## config.mk

```make
export PLATFORM = sky130hd
export DESIGN_NAME = wz_seq
export DESIGN_NICKNAME = d
export VERILOG_FILES = /design/src/rtl/wz_pkg.sv /design/src/rtl/wz_seq.sv
export SDC_FILE = /design/constraint.sdc
export NUM_CORES = 1
export LEC_CHECK = 0
export CORE_UTILIZATION = 25
export DETAILED_ROUTE_END_ITERATION = 10
export PLACE_DENSITY = 0.57
export SLEW_MARGIN = 40
export SYNTH_ARGS = -nofsm -noshare
export SYNTH_HDL_FRONTEND = slang
export SYNTH_SLANG_ARGS = --single-unit
```

## constraint.sdc

```tcl
create_clock -name clk -period 1.73 [get_ports clk]
set_input_delay 0.519 -clock clk [delete_from_list [all_inputs] [get_ports clk]]
set_output_delay 0.519 -clock clk [all_outputs]
set_load 0.05 [all_outputs]
```

## src/rtl/wz_pkg.sv

```systemverilog
package wz_pkg;
  typedef enum logic [1:0] {
    M_NORM = 2'd0,
    M_OUT  = 2'd1,
    M_IN   = 2'd2,
    M_DONE = 2'd3
  } wz_mode_e;

  // Pad index visited at walk position k (0-based)
  function automatic int unsigned walk_pin(input int unsigned k, input int unsigned start,
                                           input int unsigned stride, input int unsigned n);
    return (start + k * stride) % n;
  endfunction
endpackage

```

## src/rtl/wz_seq.sv

```systemverilog
module wz_seq #(
  parameter int NOUT = 42,
  parameter int NIN  = 24,
  localparam int IW  = $clog2(NOUT + 1),
  localparam int JW  = $clog2(NIN + 1)
) (
  input  logic            clk,
  input  logic            rst_n,
  input  logic            test_n,
  input  logic            aen,
  output wz_pkg::wz_mode_e mode,
  output logic [IW-1:0]   step,
  output logic            samp_en,
  output logic [JW-1:0]   samp_idx
);
  import wz_pkg::*;

  logic          aen_prev, test_prev, fall;
  logic [JW-1:0] icnt;

  assign fall     = aen_prev & ~aen;
  assign samp_en  = (mode == M_IN) && fall && !test_n;
  assign samp_idx = icnt;

  always_ff @(posedge clk or negedge rst_n) begin
    if (!rst_n) begin
      mode      <= M_NORM;
      step      <= '0;
      icnt      <= '0;
      aen_prev  <= 1'b0;
      test_prev <= 1'b0;
    end else begin
      aen_prev  <= aen;
      test_prev <= test_n;
      if (test_n) begin
        mode <= M_NORM;
        step <= '0;
        icnt <= '0;
      end else begin
        unique case (mode)
          M_NORM: if (test_prev && !aen) begin
            mode <= M_OUT;
            step <= '0;
          end
          M_OUT: if (fall) begin
            if (step == IW'(NOUT)) begin
              mode <= M_IN;
              icnt <= '0;
            end else begin
              step <= step + 1'b1;
            end
          end
          M_IN: if (fall) begin
            icnt <= icnt + 1'b1;
            if (icnt == JW'(NIN - 1)) mode <= M_DONE;
          end
          default: ;
        endcase
      end
    end
  end

  AST_HIGH_TEST_NORMAL: assert property (@(posedge clk) disable iff (!rst_n)
    test_n |=> (mode == M_NORM));
  AST_BLOCKED_ENTRY: assert property (@(posedge clk) disable iff (!rst_n)
    (mode == M_NORM && aen) |=> (mode == M_NORM));
  AST_SINGLE_STEP: assert property (@(posedge clk) disable iff (!rst_n)
    (mode == M_OUT && $past(mode) == M_OUT) |-> (step == $past(step) || step == $past(step) + 1'b1));
endmodule

```

==> results by group, run 1 <==
Power
  – Maximum vdd drop: 437 µV
  – PwrDens: 622 nW/µm²
  – Leakage: 0.658 nW

Drt
  – Final wirelength: 2.43 mm
  – WL/cell: 13.2 µm
  – Drt pass-1 iters: 4
  – Vias/cell: 4.93
  – Drc violations: 0
  – Detailed Route Iter0 Violations: 56
  – Detailed-route via count: 908
  – Post-route ant nets: 0

Floorplan
  – Die area: 4020 µm²
  – Die height: 63.4 µm
  – Num rows: 21
  – Initial core utilization: 27.2%
  – Chip Width: 63.4 µm
  – Placeable Area: 3470 µm²
  – Io pins: 18

Cells and area
  – Fin area: 1610 µm²
  – Utilization after layout: 46.3%
  – Final #Nets: 149
  – Ant. Diodes: 0
  – Layout area overhead: 70.2%
  – Fraction of layout cells with a size suffix above 1: 47.1%
  – Fill cells: 330

Yosys
  – Post-synthesis cell area: 943 µm²
  – Dominant cell type by area after synthesis: dfrtp_1
  – Warnings, synthesis: 0
  – Sequential fraction of the synthesis area: 39.8%
  – Synth unique cells: 32
  – Yosys top cell area share: 39.8%
  – Synthesized flop and latch total: 15
  – Syn_nets: 109
  – Synth cell count leaders: 15 x dfrtp_1, 11 x inv_1, 9 x o21ai_0
  – Synth top area cells: dfrtp_1 40%, ha_1 8.0%, o21ai_0 4.8%, inv_1 4.4%, mux2i_1 4.2%
  – Mapped Avg Cell Area: 9.53 µm²
  – Post-synth EDFFs: 0
  – Ys flop type: dfrtp_1
  – Most common cell in the netlist: dfrtp_1
  – Cells after Synth: 99
  – Async S/R FF share, synth: 100%

Timing
  – Final worst slack: -0.0488 ns
  – Crit share post-route: 103%
  – Final setup viols: 2
  – Slew Limit Fails: 0
  – Setup Skew: 0.00191 ns
  – Final hold vios: 0
  – Max Freq: 562 MHz
  – Worst Max-Slew Pin Slew: 0.323 ns
  – Min Tclk post-route: 1.78 ns
  – Worst relative slew slack: 78.4%
  – RSZ-0062 raised after global routing: yes

Setup path
  – CP Data Arrival Time: 1.26 ns
  – CP required: 1.21 ns
  – Startpoint types: register
  – Critical setup path kind: register to output port
  – CP max FO: 2
  – Worst Setup End Kind: output port

GRT
  – Vias in the first global route: 944
  – Initial antenna violation count: 0
  – First-pass GRT wire length: 4.49 mm
  – GRT Resource Usage Total: 14.1%
  – Remaining Overflow, GRT: 0
  – Pin count of the biggest net entering global routing: 16

Clocking
  – Clk slew on worst S/H paths: 0.06 ns
  – CTS tree: built
  – Clock buffer depth: 2
  – CTS root buf: clkbuf_8
  – TritonCTS Buffers: 3
  – H-tree levels: 1
  – Clock sink count: 15
  – Worst-Skew Late Latency: 0.25 ns

Placed design
  – DP HPWL: 1.84 mm
  – Port bufs: 17
  – Global placement routability congestion: 0.784
  – Placed inst area: 1500 µm²

Flow run
  – Maxcap violations: 0

Status
  – Status: finished with violations
  – Failing checks: negative setup slack

Hold path
  – Hold Crit Class: register to register
==> sequential cells by signal, indices dropped and copies added (netlist names) <==
name	count
step	6
samp_idx	5
mode	2
aen_prev	1
test_prev	1
==> layout by cell type, fill, tap and decap left out, types with 4 or more instances in the layout <==
cell type,Yosys,final
o21ai_0,9,8
buf_12,0,14
inv_1,11,8
nand2_1,7,7
nand2b_1,5,4
dfrtp_1,15,8
buf_4,0,16
nand3_1,4,4
nor2_1,4,4
dfrtp_2,0,7
==> layout make-up <==
type | instances | area [µm²] | share of cell area [%]
timing repair buffer | 36 | 459 | 28.6
sequential | 15 | 384 | 23.9
multi-input combinational | 72 | 609 | 38.0
clock buffer | 3 | 41.3 | 2.57
clock inverter | 1 | 5.00 | 0.312
inverter | 11 | 48.8 | 3.04
tap | 46 | 57.6 | 3.59
==> final timing paths <==
check	start	cells after the start	slack, ns	to
max	mode[0]$_DFFE_PN0P_	5	-0.05	samp_en
min	samp_idx[0]$_DFFE_PN0P_	1	0.56	samp_idx[0]$_DFFE_PN0P_
max reg2reg	mode[0]$_DFFE_PN0P_	6	-0.05	step[5]$_DFFE_PN0P_
min reg2reg	samp_idx[0]$_DFFE_PN0P_	1	0.56	samp_idx[0]$_DFFE_PN0P_
max in group asynchronous	rst_n	2	0.94	samp_idx[0]$_DFFE_PN0P_
min in group asynchronous	rst_n	2	0.59	step[2]$_DFFE_PN0P_
==> worst max-delay path: stages (launching register included) <==
cell     delay [ns]
dfrtp_2        0.43
inv_4          0.07
ha_4           0.14
inv_4          0.04
nor3_4         0.17
buf_12         0.17
==> power by group <==
part           switching, W  internal [W]  leakage [nW]
clock network      0.000127      0.000159        0.0255
logic              0.000168      0.000169         0.440
registers         0.0000123      0.000363         0.193
total              0.000307      0.000692         0.658
==> timing repair <==
action / 4_1_cts / 5_1_grt
resized for setup: 10 / 5
hold buffers: 0 / 0
pin swaps: 2 / 3
buffers inserted: 4 / 0
endpoints found under the setup margin: 3 / 8
==> stage by stage <==
stage / hold WS, ns / setup WS (ns) / TNS (ns) / total power [W] / cells
6_report: 0.558 / -0.0488 / -0.0975 / 0.000999 / 184
3_5_place_dp: 0.549 / -0.402 / -3.43 / 0.000681 / 176
5_1_grt: 0.585 / -0.137 / -0.471 / 0.00106 / 184
2_1_floorplan: 0.223 / -0.112 / -0.555 / 0.000555 / 99
3_3_place_gp: 0.555 / -0.390 / -3.16 / 0.000674 / 176
4_1_cts: 0.558 / -0.0671 / -0.115 / 0.00101 / 184
==> routing by layer <==
layer | vias up | global-route usage [%] | wire length [µm]
li1 | 440 | - | -
met1 | 445 | 18.2 | 1120
met2 | 21 | 23.4 | 1210
met3 | 2 | 3.44 | 85
met4 | 0 | 3.69 | 18
met5 | - | 0 | 0
==> cells by family (layout without fill, tap and decap cells) <==
family / Yosys count / in the layout / share of synthesized area [%]
AOI/OAI and AO/OA: 24 / 24 / 18.4
adders and majority gates: 6 / 6 / 7.96
buffers and inverters: 12 / 51 / 4.77
DFF: 15 / 15 / 39.8
muxes: 5 / 5 / 5.84
and+or+nand+nor: 37 / 37 / 23.2
Power figures use the tool's default switching activity.
==> inputs of run 2 (changes only) <==
--- a/config.mk
+++ b/config.mk
@@ -5,6 +5,7 @@
 export SDC_FILE = /design/constraint.sdc
 export NUM_CORES = 1
 export LEC_CHECK = 0
+export CORE_MARGIN = 3
 export CORE_UTILIZATION = 25
 export DETAILED_ROUTE_END_ITERATION = 10
 export PLACE_DENSITY = 0.57
@@ -12,3 +13,4 @@
 export SYNTH_ARGS = -nofsm -noshare
 export SYNTH_HDL_FRONTEND = slang
 export SYNTH_SLANG_ARGS = --single-unit
+export TNS_END_PERCENT = 20
==> run 2 against run 1 <==
Against the previous run:
- the flow still finishes with violations (negative setup slack)
- final cell count grew 2.7%
- clock skew grew 0.0041 ns
- via count is 2.2% higher
- critical path depth unchanged
- worst setup slack got worse by 0.021 ns
- clock-buffer cell count unchanged
- non-clock buffer count rose by 5
- critical endpoint unchanged
==> results by group, run 2 (synthesis gave the netlist of run 1 again) <==
Status
  – Status: finished with violations
  – Failing checks: negative setup slack

Placed design
  – Global placement routability congestion: 0.887 (+13%)
  – Port bufs: 17 (unchanged)
  – DP HPWL: 1.95 mm (+6.1%)
  – Placed inst area: 1490 µm² (-0.17%)

Power
  – Maximum vdd drop: 350 µV (-20%)
  – Clock power frac: 28.9% (+0.2 points)
  – Psw: 0.000315 W (+2.7%)
  – Int Power: 0.000697 W (+0.70%)
  – Combinational power share: 34.2% (+0.4 points)
  – Sw Share: 31.2% (+0.43 points)
  – Seq pwr share: 36.9% (-0.7 points)
  – Leakage: 0.688 nW (+4.5%)
  – PwrDens: 621 nW/µm² (-0.24%)

Drt
  – WL/cell: 14.0 µm (+5.8%)
  – Detailed-route via count: 928 (+2.2%)
  – Vias/cell: 4.91 (-0.50%)
  – Final wirelength: 2.64 mm (+8.6%)
  – Detailed Route Iter0 Violations: 9 (-84%)
  – Post-route ant nets: 0 (unchanged)
  – Drt pass-1 iters: 4 (unchanged)
  – Drc violations: 0 (unchanged)

GRT
  – Vias in the first global route: 963 (+2.0%)
  – GRT Resource Usage Total: 13.0% (-1.1 points)
  – Remaining Overflow, GRT: 0 (unchanged)
  – Pin count of the biggest net entering global routing: 16 (unchanged)
  – Initial antenna violation count: 0 (unchanged)
  – First-pass GRT wire length: 4.50 mm (+0.16%)

Clocking
  – Clk slew on worst S/H paths: 0.07 ns (about the same)
  – TritonCTS Buffers: 3 (unchanged)
  – H-tree levels: 1 (unchanged)
  – Clock buffer depth: 2 (unchanged)
  – CTS root buf: clkbuf_8
  – Clock sink count: 15 (unchanged)
  – Hold Buf Count CTS: 0 (unchanged)
  – Worst-Skew Late Latency: 0.25 ns (about the same)
  – CTS tree: built

Setup path
  – CP max FO: 2 (unchanged)
  – Reg2Reg Setup Slack: -0.06 ns (about the same)
  – Critical path capture point: samp_en
  – Reg2Reg Depth: 7 (+1)
  – Critical setup path kind: register to output port
  – Crit path launch: mode[0]$_DFFE_PN0P_
  – R2R Path Start: mode[1]$_DFFE_PN0P_
  – CP required: 1.21 ns (about the same)
  – Worst Setup End Kind: output port
  – CP Data Arrival Time: 1.28 ns (+0.02 ns)
  – Critical R2R Capture: step[3]$_DFFE_PN0P_
  – Startpoint types: register

Floorplan
  – Io pins: 18 (unchanged)
  – Initial core utilization: 27.0% (-0.20 points)
  – Die area: 4550 µm² (+13%)
  – Num rows: 21 (unchanged)
  – Chip Width: 67.4 µm (+6.3%)
  – Die height: 67.4 µm (+6.3%)
  – Placeable Area: 3490 µm² (+0.76%)

Timing
  – Final worst slack: -0.0698 ns (-0.0209 ns)
  – Slew Limit Fails: 0 (unchanged)
  – Min Tclk post-route: 1.80 ns (+0.0209 ns)
  – Worst Max-Slew Pin Slew: 0.287 ns (-0.0353 ns)
  – Final hold vios: 0 (unchanged)
  – Worst relative slew slack: 80.8% (+2.4 points)
  – Final setup TNS: -0.192 ns (-0.0943 ns)
  – Crit share post-route: 104% (+1.2 points)
  – RSZ-0062 raised after global routing: yes
  – Max Freq: 556 MHz (-1.2%)
  – Final setup viols: 4 (+2)
  – Setup Skew: 0.00605 ns (+0.00414 ns)

Cells and area
  – Fin area: 1630 µm² (+1.6%)
  – Most common cell after layout, fill and taps aside: buf_4
  – Top reg by flops: step
  – Fraction of layout cells with a size suffix above 1: 48.3% (+1.2 points)
  – Layout area overhead: 72.8%
  – Fill cells: 312 (-5.5%)
  – Ant. Diodes: 0 (unchanged)
  – Most frequent cells in the layout: 23 x buf_4, 14 x buf_12, 11 x dfrtp_1
  – Final #Nets: 154 (+3.4%)
  – Largest register FFs: 6 (unchanged)

Flow run
  – Maxcap violations: 0 (unchanged)

Hold path
  – Hold Crit Class: input port to register
==> run 2: changes by cell type in the layout (fill, tap and decap cells not counted), sizes merged <==
cell,change
buf,+5
==> run 2: final cells by class <==
| type | count | area, µm² | area share, % |
|---|---|---|---|
| inverter | 11 | 48.8 | 2.99 |
| clock inverter | 1 | 5.00 | 0.307 |
| multi-input combinational | 72 | 608 | 37.3 |
| sequential | 15 | 380 | 23.3 |
| clock buffer | 3 | 41.3 | 2.53 |
| tap | 46 | 57.6 | 3.53 |
| timing repair buffer | 41 | 489 | 30.0 |
==> run 2: power by group through the flow <==
stage / clock network, W / registers [W] / logic [W]
after floorplan: 0 / 0.000414 / 0.000136
after global placement: 0 / 0.000383 / 0.000291
after detailed placement: 0 / 0.000383 / 0.000297
after CTS: 0.000299 / 0.000372 / 0.000324
after global routing: 0.000322 / 0.000374 / 0.000370
final: 0.000292 / 0.000374 / 0.000346
==> run 2: timing repair <==
item / CTS / global route
buffers inserted: 6 / 1
setup endpoints to repair: 4 / 13
resized for setup: 10 / 10
pin swaps: 2 / 6
gates cloned: 0 / 0
==> run 2: critical path, stage by stage, from the launching register on <==
cell     delay, ns
dfrtp_2       0.44
inv_4         0.07
ha_4          0.14
inv_4         0.04
nor3_4        0.17
buf_12        0.17
==> run 2: per-layer routing <==
metal	vias to the layer above	GRT usage (%)	share of wire (%)
li1	449	-	-
met1	454	16.3	45
met2	23	22.2	50
met3	2	3.49	4.7
met4	0	3.04	0.45
met5	-	0	0
==> run 2: worst min path at each step <==
| stage | from | endpoint | cells past startpoint |
|---|---|---|---|
| after detailed placement | samp_idx[3]$_DFFE_PN0P_ | samp_idx[3]$_DFFE_PN0P_ | 1 |
| final | aen | aen_prev$_DFF_PN0_ | 1 |
| after global placement | samp_idx[4]$_DFFE_PN0P_ | samp_idx[4]$_DFFE_PN0P_ | 1 |
| after CTS | aen | aen_prev$_DFF_PN0_ | 1 |
| after floorplan | rst_n | aen_prev$_DFF_PN0_ | 0 |
| after global routing | aen | aen_prev$_DFF_PN0_ | 1 |
==> run 2: per-stage QoR <==
stage	hold WS, ns	worst slack [ns]	power, W	utilization [%]	std cells
final	0.414	-0.0698	0.00101	46.7	189
after global routing	0.405	-0.151	0.00107	46.7	189
after CTS	0.410	-0.0836	0.000995	45.6	188
after detailed placement	0.576	-0.403	0.000680	42.7	178
after global placement	0.564	-0.405	0.000674	42.7	178
after floorplan	0.223	-0.116	0.000551	-	99
